==> src/rtl/sdram_cke_pkg.sv <==
package sdram_cke_pkg;

  typedef enum logic [2:0] {
    PS_RUN  = 3'd0,
    PS_PDN  = 3'd1,
    PS_SREF = 3'd2,
    PS_SUSP = 3'd3,
    PS_WAKE = 3'd4
  } pstate_t;

  typedef enum logic [2:0] {
    CK_RUN   = 3'd0,
    CK_ENTER = 3'd1,
    CK_HOLD  = 3'd2,
    CK_LEAVE = 3'd3,
    CK_BAD   = 3'd4
  } ckmode_t;

  localparam logic [1:0] CMD_NOP  = 2'b00;
  localparam logic [1:0] CMD_AREF = 2'b01;
  localparam logic [1:0] CMD_INH  = 2'b10;
  localparam logic [1:0] CMD_HOST = 2'b11;

  localparam int REQ_N  = 3;
  localparam int REQ_PD = 0;
  localparam int REQ_SR = 1;
  localparam int REQ_CS = 2;

  // Recovery NOP count after self-refresh: never fewer than two.
  function automatic int unsigned exit_nops(input int unsigned txsr);
    return (txsr > 2) ? txsr : 2;
  endfunction

  // Fixed priority: self-refresh, then power-down, then clock suspend.
  function automatic logic [REQ_N-1:0] pick_winner(input logic [REQ_N-1:0] r);
    logic [REQ_N-1:0] w;
    w = '0;
    if (r[REQ_SR])      w[REQ_SR] = 1'b1;
    else if (r[REQ_PD]) w[REQ_PD] = 1'b1;
    else if (r[REQ_CS]) w[REQ_CS] = 1'b1;
    return w;
  endfunction

  // Bank-status precondition for the winning mode.
  function automatic logic entry_allowed(input logic [REQ_N-1:0] w,
                                         input logic idle,
                                         input logic busy);
    if (w[REQ_CS]) return busy;
    return idle && !busy;
  endfunction

  function automatic logic is_low(input pstate_t s);
    return (s == PS_PDN) || (s == PS_SREF) || (s == PS_SUSP);
  endfunction

  function automatic pstate_t target_of(input logic [REQ_N-1:0] w);
    if (w[REQ_SR]) return PS_SREF;
    if (w[REQ_PD]) return PS_PDN;
    return PS_SUSP;
  endfunction

endpackage

==> src/rtl/sdram_cke_arb.sv <==
module sdram_cke_arb
  import sdram_cke_pkg::*;
(
  input  logic [REQ_N-1:0] req,
  input  logic             bank_idle,
  input  logic             burst_active,
  output logic [REQ_N-1:0] winner,
  output logic             go,
  output logic             fail,
  output logic             clash
);

  logic any_req;
  logic precond;

  always_comb begin
    winner  = pick_winner(req);
    any_req = |req;
    clash   = any_req && bank_idle && burst_active;
    precond = entry_allowed(winner, bank_idle, burst_active);
    go      = any_req && precond && !clash;
    fail    = any_req && !precond && !clash;
  end

endmodule

==> src/rtl/sdram_cke_decode.sv <==
module sdram_cke_decode
  import sdram_cke_pkg::*;
(
  input  logic    cke_prev,
  input  logic    cke_now,
  input  pstate_t state,
  output ckmode_t mode
);

  always_comb begin
    unique case ({cke_prev, cke_now})
      2'b11: mode = (state == PS_RUN || state == PS_WAKE) ? CK_RUN : CK_BAD;
      2'b10: mode = is_low(state) ? CK_ENTER : CK_BAD;
      2'b00: mode = is_low(state) ? CK_HOLD : CK_BAD;
      2'b01: mode = (state == PS_WAKE) ? CK_LEAVE : CK_BAD;
      default: mode = CK_BAD;
    endcase
  end

endmodule

==> src/rtl/sdram_cke_exit_timer.sv <==
module sdram_cke_exit_timer #(
  parameter int unsigned CW = 3
) (
  input  logic          clk,
  input  logic          rst_n,
  input  logic          load,
  input  logic [CW-1:0] load_val,
  output logic          done
);

  logic [CW-1:0] cnt;

  always_ff @(posedge clk) begin
    if (!rst_n)              cnt <= '0;
    else if (load)           cnt <= load_val;
    else if (cnt != '0)      cnt <= cnt - 1'b1;
  end

  assign done = (cnt == CW'(1));

endmodule

==> src/rtl/sdram_cke_seq.sv <==
module sdram_cke_seq
  import sdram_cke_pkg::*;
#(
  parameter int unsigned TXSR = 4
) (
  input  logic             clk,
  input  logic             rst_n,
  input  logic [REQ_N-1:0] lp_req,
  input  logic             bank_idle,
  input  logic             burst_active,
  input  logic             wake,
  output logic             cke,
  output logic [1:0]       cmd,
  output logic             ready,
  output logic [REQ_N-1:0] lp_ack,
  output logic             err,
  output logic             illegal
);

  localparam int unsigned NOPS = exit_nops(TXSR);
  localparam int unsigned CW   = $clog2(NOPS + 1);

  pstate_t          state, state_d;
  logic             cke_q, cke_d, cke_prev;
  logic [1:0]       cmd_q, cmd_d;
  logic [REQ_N-1:0] ack_q, ack_d;
  logic             err_q, ill_q, fail_prev;

  logic [REQ_N-1:0] winner;
  logic             arb_go, arb_fail, arb_clash;
  ckmode_t          dec_mode;
  logic             timer_done;
  logic [CW-1:0]    timer_val;

  // Named events for the checker.
  logic             enter_ev, leave_ev, fail_ev, illegal_ev;

  sdram_cke_arb u_arb (
    .req          (lp_req),
    .bank_idle    (bank_idle),
    .burst_active (burst_active),
    .winner       (winner),
    .go           (arb_go),
    .fail         (arb_fail),
    .clash        (arb_clash)
  );

  sdram_cke_decode u_dec (
    .cke_prev (cke_prev),
    .cke_now  (cke_q),
    .state    (state),
    .mode     (dec_mode)
  );

  assign timer_val = (state == PS_SREF) ? CW'(NOPS) : CW'(1);

  sdram_cke_exit_timer #(.CW(CW)) u_timer (
    .clk      (clk),
    .rst_n    (rst_n),
    .load     (leave_ev),
    .load_val (timer_val),
    .done     (timer_done)
  );

  always_comb begin
    illegal_ev = (wake && !is_low(state))
              || ((state == PS_RUN) && arb_clash)
              || (dec_mode == CK_BAD);
    enter_ev   = (state == PS_RUN) && arb_go && !illegal_ev;
    fail_ev    = (state == PS_RUN) && arb_fail && !illegal_ev;
    leave_ev   = is_low(state) && wake;
  end

  always_comb begin
    state_d = state;
    cke_d   = cke_q;
    cmd_d   = CMD_HOST;
    ack_d   = '0;
    unique case (state)
      PS_RUN: begin
        if (enter_ev) begin
          state_d = target_of(winner);
          cke_d   = 1'b0;
          cmd_d   = winner[REQ_SR] ? CMD_AREF : CMD_NOP;
          ack_d   = winner;
        end
      end
      PS_PDN, PS_SREF, PS_SUSP: begin
        if (leave_ev) begin
          state_d = PS_WAKE;
          cke_d   = 1'b1;
          cmd_d   = CMD_NOP;
        end else begin
          cmd_d   = CMD_INH;
        end
      end
      PS_WAKE: begin
        if (timer_done) begin
          state_d = PS_RUN;
          cmd_d   = CMD_HOST;
        end else begin
          cmd_d   = CMD_NOP;
        end
      end
      default: begin
        state_d = PS_RUN;
        cke_d   = 1'b1;
      end
    endcase
  end

  always_ff @(posedge clk) begin
    if (!rst_n) begin
      state     <= PS_RUN;
      cke_q     <= 1'b1;
      cke_prev  <= 1'b1;
      cmd_q     <= CMD_HOST;
      ack_q     <= '0;
      err_q     <= 1'b0;
      ill_q     <= 1'b0;
      fail_prev <= 1'b0;
    end else begin
      state     <= state_d;
      cke_prev  <= cke_q;
      cke_q     <= cke_d;
      cmd_q     <= cmd_d;
      ack_q     <= ack_d;
      err_q     <= fail_ev && !fail_prev;
      ill_q     <= illegal_ev;
      fail_prev <= fail_ev;
    end
  end

  assign cke     = cke_q;
  assign cmd     = cmd_q;
  assign ready   = (state == PS_RUN);
  assign lp_ack  = ack_q;
  assign err     = err_q;
  assign illegal = ill_q;

endmodule

==> config.mk <==
export PLATFORM = sky130hd
export DESIGN_NAME = sdram_cke_seq
export DESIGN_NICKNAME = d
export VERILOG_FILES = /design/src/rtl/sdram_cke_pkg.sv /design/src/rtl/sdram_cke_arb.sv /design/src/rtl/sdram_cke_decode.sv /design/src/rtl/sdram_cke_exit_timer.sv /design/src/rtl/sdram_cke_seq.sv
export SDC_FILE = /design/constraint.sdc
export NUM_CORES = 1
export LEC_CHECK = 0
export BUFFER_PORTS_ARGS = -buffer_cell sky130_fd_sc_hd__buf_2
export CORE_MARGIN = 8
export CORE_UTILIZATION = 54
export CTS_CLUSTER_DIAMETER = 120
export DETAILED_ROUTE_END_ITERATION = 8
export PLACE_DENSITY = 0.79
export SLEW_MARGIN = 20
export SYNTH_ARGS = -nofsm -noshare
export SYNTH_HDL_FRONTEND = slang
export SYNTH_SLANG_ARGS = --single-unit
==> constraint.sdc <==
create_clock -name clk -period 3.6 [get_ports clk]
set_clock_uncertainty 0.1 [all_clocks]
set_input_delay 0.72 -clock clk [delete_from_list [all_inputs] [get_ports clk]]
set_output_delay 0.72 -clock clk [all_outputs]
set_load 0.1 [all_outputs]
== Yosys cells after proc, flatten, opt, wreduce, memory -nomap -nowiden ==
Index checks and enable logic that the tools add are counted.
Word-level totals
  flip-flop bits (word level): 16
  bits in latches: 0
  RAM bits: 0
  ROM bits: 0
  bits of input ports: 8
  output and inout bits: 9
  word-level logic and storage cells: 98
  memories kept: 0
Operators by class
  $add $sub $neg: 1
  multiply operators: 0
  div/mod/pow operators: 0
  order comparisons: 0
  equality and inequality tests: 12
  shifts and indexed selects: 0
  mux-type cells: 40
  bitwise logic cells: 1
  reductions and logical operators: 35
Operator list (number)
  two-way mux 3 bit: 14
  two-way mux 1 bit: 19
  logical AND 1 bit: 15
  one-hot mux 3 bit (4 select lines): 1
  one-hot mux 3 bit (3 select lines): 1
  AND reduction 3 bit: 3
  == test 3 x 1 -> 1 bit (second input constant): 2
  == test 3 x 2 -> 1 bit (second input constant): 2
  == test 3 bit (second input constant): 2
  zero test 1 bit: 6
  two-way mux 2 bit: 3
  one-hot mux 2 bit (3 select lines): 1
  OR reduction 3 bit: 2
  logical OR 1 bit: 5
  == test 2 bit (second input constant): 2
  != test 2 bit (second input constant): 2
  zero test 3 bit: 1
  one-hot mux 1 bit (3 select lines): 1
  nonzero test 3 bit: 1
  subtractor 3 x 1 -> 3 bit (second input constant): 1
  == test 2 x 1 -> 1 bit (second input constant): 1
  zero test 2 bit: 1
  != test 2 x 1 -> 1 bit (second input constant): 1
  nonzero test 2 bit: 1
  NOT 1 bit: 1

== Longest topological paths before layout ==
Gate-level depths: netlist of the first run.
  word-level depth: 18
  depth in mapped cells: 6
  mapped depth without buffers: 6

== By module ==
From an unflattened synthesis of the first run, not the netlist that was laid out.
Unflattened totals
  cell total of the unflattened synthesis: 100
  area, all modules: 922.1 µm²
By module, submodules not included
  sdram_cke_seq: instances 1, cells each 57, area an instance 565.5 µm², sequential area each 260.2 µm²
  sdram_cke_exit_timer: instances 1, cells each 23, area an instance 220.2 µm², sequential area each 60.1 µm²
  sdram_cke_arb: instances 1, cells each 11, area an instance 77.6 µm², sequential area each 0.0 µm²
  sdram_cke_decode: instances 1, cells each 9, area an instance 58.8 µm², sequential area each 0.0 µm²

== Worst setup path before layout of the first run ==
OpenSTA, ideal clock, no wires.
  path type: flip-flop to output port
  start: reg state[1]
  end: out ready
  arrival: 2.068 ns
  required time: 2.780 ns
  setup slack: 0.712 ns
  stages on the path, launching flop included: 4
  buffers on the path: 1
  cells stage by stage: dfxtp_1 or2_1 clkbuf_1 nor2_1
On the way
  longest elaborated chain between the ends: 1
Ends and longest elaborated chain
  start, declared: line sdram_cke_seq.sv:23  | pstate_t state, state_d;
  start signal, assigned: line sdram_cke_seq.sv:123  | state <= state_d;
  zero test 3 bit: line sdram_cke_seq.sv:136  | assign ready = (state == PS_RUN);
  end, declared: line sdram_cke_seq.sv:14  | output logic ready,
No other way between the ends.

== Final worst setup path of the first run ==
Ends and elaborated chain as after synthesis.

==> impl_metrics.json, run 1 <==
{
  "status": "completed",
  "post_layout_power_uw": 492,
  "synth_cell_types": 32,
  "routed_via_density": 5.68,
  "synth.cell_area_um2": 753,
  "power_leakage_nw": 0.374,
  "dieHeight_um": 53.3,
  "post-route-drc-count": 0,
  "required_ns": 2.78,
  "overall_track_demand_over_capacity_in_global_routing": 0.114,
  "chipWidth_um": 53.3,
  "worst_path_max_delay_cell": "buf_2",
  "number_of_cells_produced_by_synthesis": 79,
  "fillerInstances": 108,
  "detail_route.wl_per_cell_um": 13.8,
  "remaining_overflow_grt": 0,
  "rsz0062_at_grt": "no",
  "synth_area_per_cell_um2": 9.53,
  "holdCritPathClass": "reg -> reg",
  "cts.sinks": 16,
  "path_class": "reg -> out",
  "numPortBuffers": 16,
  "period_share": 0.686,
  "via_count": 631,
  "cp_data_arrival_time_ns": 1.65,
  "hold_path_startpoint": "fail_prev",
  "achievable-frequency_mhz": 405,
  "area_of_the_die_mm2": 0.00285,
  "end_kind": "output port",
  "drt_wl_total_um": 1530,
  "start_util": 0.579,
  "dominantRegCellSynth": "dfxtp_1",
  "critical_path.cell_chain": "or2_1 -> nor2_1 -> buf_2",
  "post_layout_nonfiller_instances": 111,
  "setup-violations-final": 0,
  "fin_tns_setup_ns": 0,
  "num_io_pins": 17,
  "min_period_ns": 2.47,
  "row_count": 13,
  "worst_path_largest_cell_delay_ns": 0.47,
  "slew_headroom": 0.681,
  "postSynthRegisterBits": 16,
  "fin_worst_hold_slack_ns": 0.294,
  "timing.critical_path.max_delay_family": "simple AND/OR/NAND/NOR gates",
  "critPathBufInv": 1,
  "start_kind": "register",
  "clkLatencyLatePin_ns": 0.28,
  "worst-slew-pin-transition_ns": 0.478,
  "floorplan.core_area_mm2": 0.00130,
  "timing.final.hold_violations": 0,
  "r2r_start": "state[2]",
  "cts.path.max_buffers": 2,
  "critical_path.startpoint": "state[1]",
  "post_cts_resized": 0,
  "finalNetCount": 108,
  "grt_antenna_before_repair": 0,
  "cts_buffers": 3,
  "clkTransAtPathRegs_ns": 0.09,
  "clk_root_buffer_cell": "clkbuf_4",
  "worst_ir_drop_vdd_uv": 261,
  "place_inst": 107,
  "layout.cells.most_common_list": "16 x dfxtp_1, 16 x buf_2, 7 x nor2_1",
  "hold_buffers": 0,
  "synth_nets": 90,
  "place_congestion": 0.778,
  "finalCoreUtilization": 0.674,
  "route.antenna.remaining_nets": 0,
  "htreeDepth": 1,
  "final_max_slew_viol_count": 0,
  "layout-drive-gt1-share": 0.260,
  "ys_seq_area_frac": 0.425,
  "drt_iter0_drc": 17,
  "post_detail_place_hpwl_um": 1180,
  "synth_enable_flop_cells": 0,
  "cts_setup_buffers": 0,
  "timing.critical_path.fanout_max": 7,
  "firstDrtPassIters": 4,
  "yosys_warnings": 0,
  "postSynth.asyncResetShare": 0,
  "grt_first_pass_wirelength_um": 2500,
  "grt_pass1_vias": 586,
  "maxCapViolCount": 0,
  "power_density_mw_per_mm2": 561,
  "syn2layout_area_growth_pct": 16.4,
  "cts_tree": "yes",
  "antenna_cells": 0,
  "grt_start_max_net_pins": 13
}
==> sequential cells by signal, summed over array words and instances (netlist names) <==
register,cells
state,3
u_timer.cnt,3
fail_prev,1
lp_ack,3
cke,1
cmd,2
illegal,1
err,1
cke_prev,1
==> stage by stage <==
step,cell area [µm²],setup slack (ns)
5_1_grt,877,1.02
3_5_place_dp,841,1.41
2_1_floorplan,753,0.712
4_1_cts,877,1.13
3_3_place_gp,841,1.47
6_report,877,1.13
==> power breakdown <==
| part | total (mW) | switching, mW | internal (mW) |
|---|---|---|---|
| Sequential | 0.211 | 0.0131 | 0.197 |
| Combinational | 0.163 | 0.102 | 0.0604 |
| Clock | 0.119 | 0.0571 | 0.0615 |
==> final timing paths <==
kind,endpoint,slack [ns],depth (start not counted)
worst max-delay path,ready,1.13,3
worst min-delay path,err,0.29,1
worst max register to register,lp_ack[0],1.84,3
worst min register to register,err,0.29,1
==> kinds of logic (layout without fill, tap and decap cells) <==
group,Yosys count,count (layout),share of synthesized area
xor gates and xnor gates,1,1,0.0116
AOI/OAI and AO/OA,19,19,0.198
and+or+nand+nor,32,32,0.267
adders and majority gates,3,3,0.0498
DFF,16,16,0.425
muxes,1,1,0.0133
buffers and inverters,7,24,0.0349
==> routing by layer <==
metal | track usage | up-vias | part of all wire
li1 | - | 318 | -
met1 | 0.124 | 286 | 0.42
met2 | 0.197 | 23 | 0.49
met3 | 0.0420 | 4 | 0.079
met4 | 0.0378 | 0 | 0.012
met5 | 0 | - | 0
==> layout make-up <==
class                      instances  area, µm²  share of cell area
sequential                        16        320               0.365
tap                               15       18.8              0.0214
clock buffer                       4       36.3              0.0414
timing repair buffer              16       80.1              0.0913
multi-input combinational         56        407               0.464
inverter                           4       15.0              0.0171
==> worst register-to-register path, cell delays in order, from the launching register on <==
cell       delay, ns
dfxtp_1         0.63
o2111ai_1       0.34
nor4b_4         0.44
and3_1          0.21
==> cells in the mapped netlist (all sizes together), types with 2 or more instances <==
master | count | area (µm²)
a21boi | 4 | 30.0
o21ai | 3 | 15.0
inv | 4 | 15.0
o2111ai | 2 | 17.5
nand2b | 5 | 31.3
a21oi | 2 | 10.0
clkbuf | 3 | 11.3
nor4b | 2 | 38.8
nor2b | 2 | 12.5
a32o | 2 | 20.0
nand3 | 2 | 10.0
nor2 | 7 | 26.3
dfxtp | 16 | 320
ha | 3 | 37.5
nand2 | 6 | 22.5
No activity file was read; power rests on OpenSTA's default activity.
==> run 2: changes to the inputs <==
- ABC_AREA: not set -> 1
- CORE_UTILIZATION: 54 -> 52
- PLACE_DENSITY: 0.79 -> 0.75
- clock period: 3.6 -> 2.4 ns (I/O delays scaled with it)
==> run 2 against run 1 <==
  * Hold slack gained 0.0032 ns
  * Power increased to 2.6 times the previous value
  * Global-route usage fell by 0.56 points
  * Final area rose by 9.1%
  * First-iteration DRC count decreased by 12%
  * Worst setup slack got worse by 0.74 ns
  * Clock-buffer cell count unchanged
  * Via count increased by 17%
  * Clock power is 48% higher
  * Die area rose by 9.6%
  * Largest cell class unchanged
  * Highest routed layer unchanged
==> impl_metrics.json, run 2 <==
{
  "routed_via_density": 5.05,
  "floorplan.core_area_mm2": 0.00151,
  "most_common_cell_in_the_netlist": "nand2_1",
  "place_inst": 142,
  "achievable-frequency_mhz": 498,
  "yosys.area.top_type_share": 0.388,
  "hold_path_startpoint": "fail_prev",
  "syn2layout_area_growth_pct": 15.9,
  "slew_headroom": 0.677,
  "grt_first_pass_wirelength_um": 2860,
  "finalNetCount": 142,
  "worst_ir_drop_vdd_uv": 750,
  "synth_nets": 122,
  "detail_route.wl_per_cell_um": 11.0,
  "power_density_mw_per_mm2": 1340,
  "row_count": 14,
  "post_detail_place_hpwl_um": 1300,
  "cts_setup_buffers": 0,
  "hold_buffers": 0,
  "dominantRegCellSynth": "dfxtp_1",
  "drt_wl_total_um": 1610,
  "postSynth.asyncResetShare": 0,
  "required_ns": 1.82,
  "cts.path.max_buffers": 2,
  "yosys_warnings": 0,
  "dpl_cell_area_um2": 921,
  "ys_seq_area_frac": 0.388,
  "r2r_start": "state[0]",
  "cts.sinks": 16,
  "post-synth-top-area-cell": "dfxtp_1",
  "number_of_cells_produced_by_synthesis": 111,
  "end_kind": "output port",
  "overall_track_demand_over_capacity_in_global_routing": 0.108,
  "layout.cell_area.non_filler_um2": 957,
  "start_kind": "register",
  "layout-drive-gt1-share": 0.308,
  "num_io_pins": 17,
  "clk_root_buffer_cell": "clkbuf_4",
  "status": "completed",
  "postSynthRegisterBits": 16,
  "area_of_the_die_mm2": 0.00312,
  "layout_setup_ws_ns": 0.394,
  "numPortBuffers": 16,
  "clkLatencyLatePin_ns": 0.28,
  "cts_buffers": 3,
  "timing.final.hold_violations": 0,
  "setup-violations-final": 0,
  "post_layout_nonfiller_instances": 146,
  "critical_path.startpoint": "state[0]",
  "maxCapViolCount": 0,
  "chipWidth_um": 55.9,
  "antenna_cells": 0,
  "critical_path.cell_chain": "inv_2 -> nand2_4 -> nor2_4 -> buf_2",
  "period_share": 0.836,
  "min_period_ns": 2.01,
  "synth.cell_area_um2": 826,
  "synth_cell_types": 24,
  "via_count": 738,
  "post_cts_resized": 0,
  "fin_worst_hold_slack_ns": 0.297,
  "remaining_overflow_grt": 0,
  "reg2reg_slack_ns": 0.89,
  "rsz0062_at_grt": "no",
  "clkTransAtPathRegs_ns": 0.10,
  "worst_path_largest_cell_delay_ns": 0.47,
  "htreeDepth": 1,
  "worst_path_max_delay_cell": "buf_2",
  "place_congestion": 0.818,
  "layout.cells.most_common": "nand2_1",
  "netlist_top_cells_count": "24 x nand2_1, 17 x inv_1, 16 x dfxtp_1",
  "grt_start_max_net_pins": 10,
  "drt_iter0_drc": 15,
  "start_util": 0.548,
  "holdCritPathClass": "reg -> reg",
  "worst-slew-pin-transition_ns": 0.488,
  "dieHeight_um": 55.9,
  "power_leakage_nw": 0.508,
  "layout.cells.most_common_list": "24 x nand2_1, 17 x inv_1, 16 x dfxtp_1, 16 x buf_2, 11 x nand3_1",
  "cts_tree": "yes",
  "path_class": "reg -> out",
  "post_placement_worst_setup_slack_ns": 0.664,
  "route.antenna.remaining_nets": 0,
  "fin_tns_setup_ns": 0,
  "synth_enable_flop_cells": 0,
  "final_max_slew_viol_count": 0,
  "grt_antenna_before_repair": 0,
  "synth_area_leaders": "dfxtp_1 39%, nand2_1 11%, inv_1 7.7%, nand3_1 6.7%, ha_1 4.5%",
  "synth_area_per_cell_um2": 7.44,
  "grt_pass1_vias": 706,
  "firstDrtPassIters": 4,
  "post-route-drc-count": 0,
  "cp_data_arrival_time_ns": 1.43,
  "timing.critical_path.fanout_max": 7
}
==> run 2: cell types whose count changed after synthesis, sizes merged, moves of 2 or more <==
| cell | previous run | this run |
|---|---|---|
| nor4b | 2 | 0 |
| nand2b | 5 | 0 |
| o2111ai | 2 | 0 |
| nand2 | 6 | 30 |
| clkbuf | 3 | 1 |
| nor2 | 7 | 12 |
| nand3 | 2 | 12 |
| a21boi | 4 | 0 |
| inv | 4 | 20 |
| nor3 | 0 | 2 |
| a32o | 2 | 0 |
| nor2b | 2 | 0 |
| a21oi | 2 | 5 |
==> run 2: worst paths after layout <==
| path | cells after the start | endpoint |
|---|---|---|
| max reg2reg | 10 | state[1] |
| min | 1 | err |
| max | 4 | ready |
| min reg2reg | 1 | err |
==> run 2: through the flow <==
step / utilization / total power [mW]
after global placement: 0.611 / 1.10
after floorplan: - / 1.00
final: 0.635 / 1.28
after global routing: 0.635 / 1.37
after CTS: 0.635 / 1.30
after detailed placement: 0.611 / 1.12
==> run 2: cell type report <==
| cell class | instances | area (µm²) |
|---|---|---|
| sequential | 16 | 320 |
| timing repair buffer | 16 | 80.1 |
| multi-input combinational | 74 | 425 |
| clock buffer | 4 | 36.3 |
| inverter | 20 | 75.1 |
| fill | 149 | 549 |
| tap | 16 | 20.0 |
==> run 2: worst max-delay path, delay by kind of cell, from the launching register on <==
kind / cells / cell delay, ns
flip-flops: 1 / 0.36
AND/OR/NAND/NOR: 2 / 0.24
buffers and inverters: 2 / 0.55
==> run 2: layer usage <==
metal,part of all wire,GRT usage
met5,0,0
met3,0.045,0.0297
met2,0.44,0.159
met1,0.50,0.137
met4,0.0099,0.0619
==> run 2: kinds of logic (layout without fill, tap and decap cells) <==
group,count (synthesis),in the layout,share of synthesized area
AND/OR/NAND/NOR,59,59,0.380
buffers and inverters,21,40,0.0970
flip-flops,16,16,0.388
AO/OA/AOI/OAI,11,11,0.0788
adder cells (fa/ha/maj),3,3,0.0455
XOR/XNOR,1,1,0.0106
==> run 2: report_power, final <==
part	total, mW	internal, mW	switching (mW)	leakage [nW]
Combinational	0.731	0.177	0.554	0.356
Clock	0.176	0.0923	0.0835	0.0210
Sequential	0.377	0.335	0.0418	0.131
Total	1.28	0.605	0.679	0.508
==> run 3: changes to the inputs <==
- CORE_UTILIZATION: 52 -> 47
- PLACE_DENSITY: 0.75 -> 0.72
- clock period: 2.4 -> 1.74 ns (I/O delays scaled with it)
==> run 3 against run 2 <==
  * Critical path depth is the same
  * Sequential power grew 39%
  * Register-to-register slack lost 0.67 ns
  * Sequential share of layout area shrank 0.80 points
  * Clock-buffer cell count is the same
  * Routed wire length grew 2.3%
  * Die area grew 7.5%
  * Clock power grew 41%
  * Worst setup slack lost 0.32 ns
  * Via count grew 1.5%
  * Largest power group unchanged
  * Sequential cell count is the same
==> impl_metrics.json, run 3 (synthesis results as in run 2) <==
{
  "area_of_the_die_mm2": 0.00335,
  "chipWidth_um": 57.9,
  "overall_track_demand_over_capacity_in_global_routing": 0.111,
  "layout-drive-gt1-share": 0.346,
  "period_share": 0.960,
  "rr_worst_depth": 10,
  "grt_most_used_layer": "met2",
  "power_density_mw_per_mm2": 1860,
  "start_kind": "register",
  "met3_usage": 0.0331,
  "post_detail_place_hpwl_um": 1330,
  "worst-slew-pin-transition_ns": 0.488,
  "grt_pass1_vias": 714,
  "timing.critical_path.max_delay_family": "flip-flops",
  "post_cts_resized": 0,
  "num_io_pins": 17,
  "worst_hold_path.num_cells": 2,
  "place_inst": 143,
  "cts_setup_buffers": 0,
  "dieHeight_um": 57.9,
  "start_util": 0.489,
  "met2_usage": 0.170,
  "timing.critical_path.fanout_max": 7,
  "antenna_cells": 0,
  "post_layout_nonfiller_instances": 147,
  "post-route-drc-count": 0,
  "numPortBuffers": 16,
  "clk_root_buffer_cell": "clkbuf_4",
  "via_count": 749,
  "worstSetupEndpoint": "ready",
  "finalCoreUtilization": 0.587,
  "cts.path.max_buffers": 2,
  "hold_buffers": 0,
  "layout.cells.most_common": "nand2_1",
  "cts.sinks": 16,
  "drt_iter0_drc": 17,
  "syn2layout_area_growth_pct": 20.2,
  "detail_route.wl_per_cell_um": 11.2,
  "worst_ir_drop_vdd_uv": 895,
  "achievable-frequency_mhz": 599,
  "finalNetCount": 142,
  "htreeDepth": 1,
  "status": "completed",
  "timing.final.hold_violations": 0,
  "grt.met1_usage": 0.134,
  "place_congestion": 0.787,
  "grt_first_pass_wirelength_um": 2950,
  "clkLatencyLatePin_ns": 0.29,
  "routed_via_density": 5.10,
  "rsz0062_at_grt": "no",
  "worst_path_max_delay_cell": "dfxtp_2",
  "required_ns": 1.29,
  "path_class": "reg -> out",
  "layout.cells.most_common_list": "24 x nand2_1, 17 x inv_1, 15 x buf_2",
  "grt_start_max_net_pins": 10,
  "setup-violations-final": 0,
  "floorplan.core_area_mm2": 0.00169,
  "critical_path.startpoint": "state[1]",
  "power_leakage_nw": 0.521,
  "row_count": 15,
  "cts_tree": "yes",
  "grt_antenna_before_repair": 0,
  "maxCapViolCount": 0,
  "critPathBufInv": 2,
  "cts_buffers": 3,
  "firstDrtPassIters": 4,
  "reg2reg_slack_ns": 0.22,
  "regToRegEndpoint": "cke",
  "final_max_slew_viol_count": 0,
  "min_period_ns": 1.67,
  "worst_path_largest_cell_delay_ns": 0.36,
  "fin_tns_setup_ns": 0,
  "drt_wl_total_um": 1650,
  "route.antenna.remaining_nets": 0,
  "end_kind": "output port",
  "post_placement_worst_setup_slack_ns": 0.172,
  "slew_headroom": 0.677,
  "clkTransAtPathRegs_ns": 0.10,
  "critical_path.cell_chain": "inv_2 -> nand2_4 -> nor2_4 -> buf_12",
  "r2r_start": "state[1]",
  "layout_setup_ws_ns": 0.0695,
  "cp_data_arrival_time_ns": 1.22,
  "holdCritPathClass": "in -> reg",
  "remaining_overflow_grt": 0,
  "worstSetupPathDepth": 4
}
==> run 3: cell counts in the layout (fill, tap and decap cells not counted) <==
Identical to the previous run, type by type.
==> run 3: worst min path at each step <==
| stage | start | endpoint | slack, ns |
|---|---|---|---|
| 6_report | lp_req[1] | lp_ack[0] | 0.19 |
| 5_1_grt | lp_req[1] | lp_ack[0] | 0.18 |
| 4_1_cts | lp_req[1] | lp_ack[0] | 0.18 |
| 3_5_place_dp | fail_prev | err | 0.29 |
| 3_3_place_gp | fail_prev | err | 0.28 |
| 2_1_floorplan | fail_prev | err | 0.27 |
==> run 3: layout make-up <==
class	count	area, µm²
tap	17	21.3
inverter	20	75.1
fill	162	697
multi-input combinational	74	440
sequential	16	324
clock buffer	4	36.3
timing repair buffer	16	95.1
==> run 3: stage by stage <==
step | instance area [µm²] | hold slack [ns] | power (mW)
after floorplan | 845 | 0.273 | 1.41
after global placement | 956 | 0.280 | 1.59
after detailed placement | 956 | 0.289 | 1.61
after CTS | 992 | 0.184 | 1.86
after global routing | 992 | 0.183 | 1.97
final | 992 | 0.191 | 1.85
==> run 3: report_power, final <==
group	internal [mW]	leakage (nW)	switching, mW
sequential	0.466	0.132	0.0581
clock	0.127	0.0210	0.122
combinational	0.289	0.368	0.784
==> run 3: layer usage <==
metal | vias up | wire, µm
met5 | - | 0
met4 | 0 | 12
met3 | 2 | 70
met2 | 12 | 763
met1 | 347 | 800
li1 | 388 | -
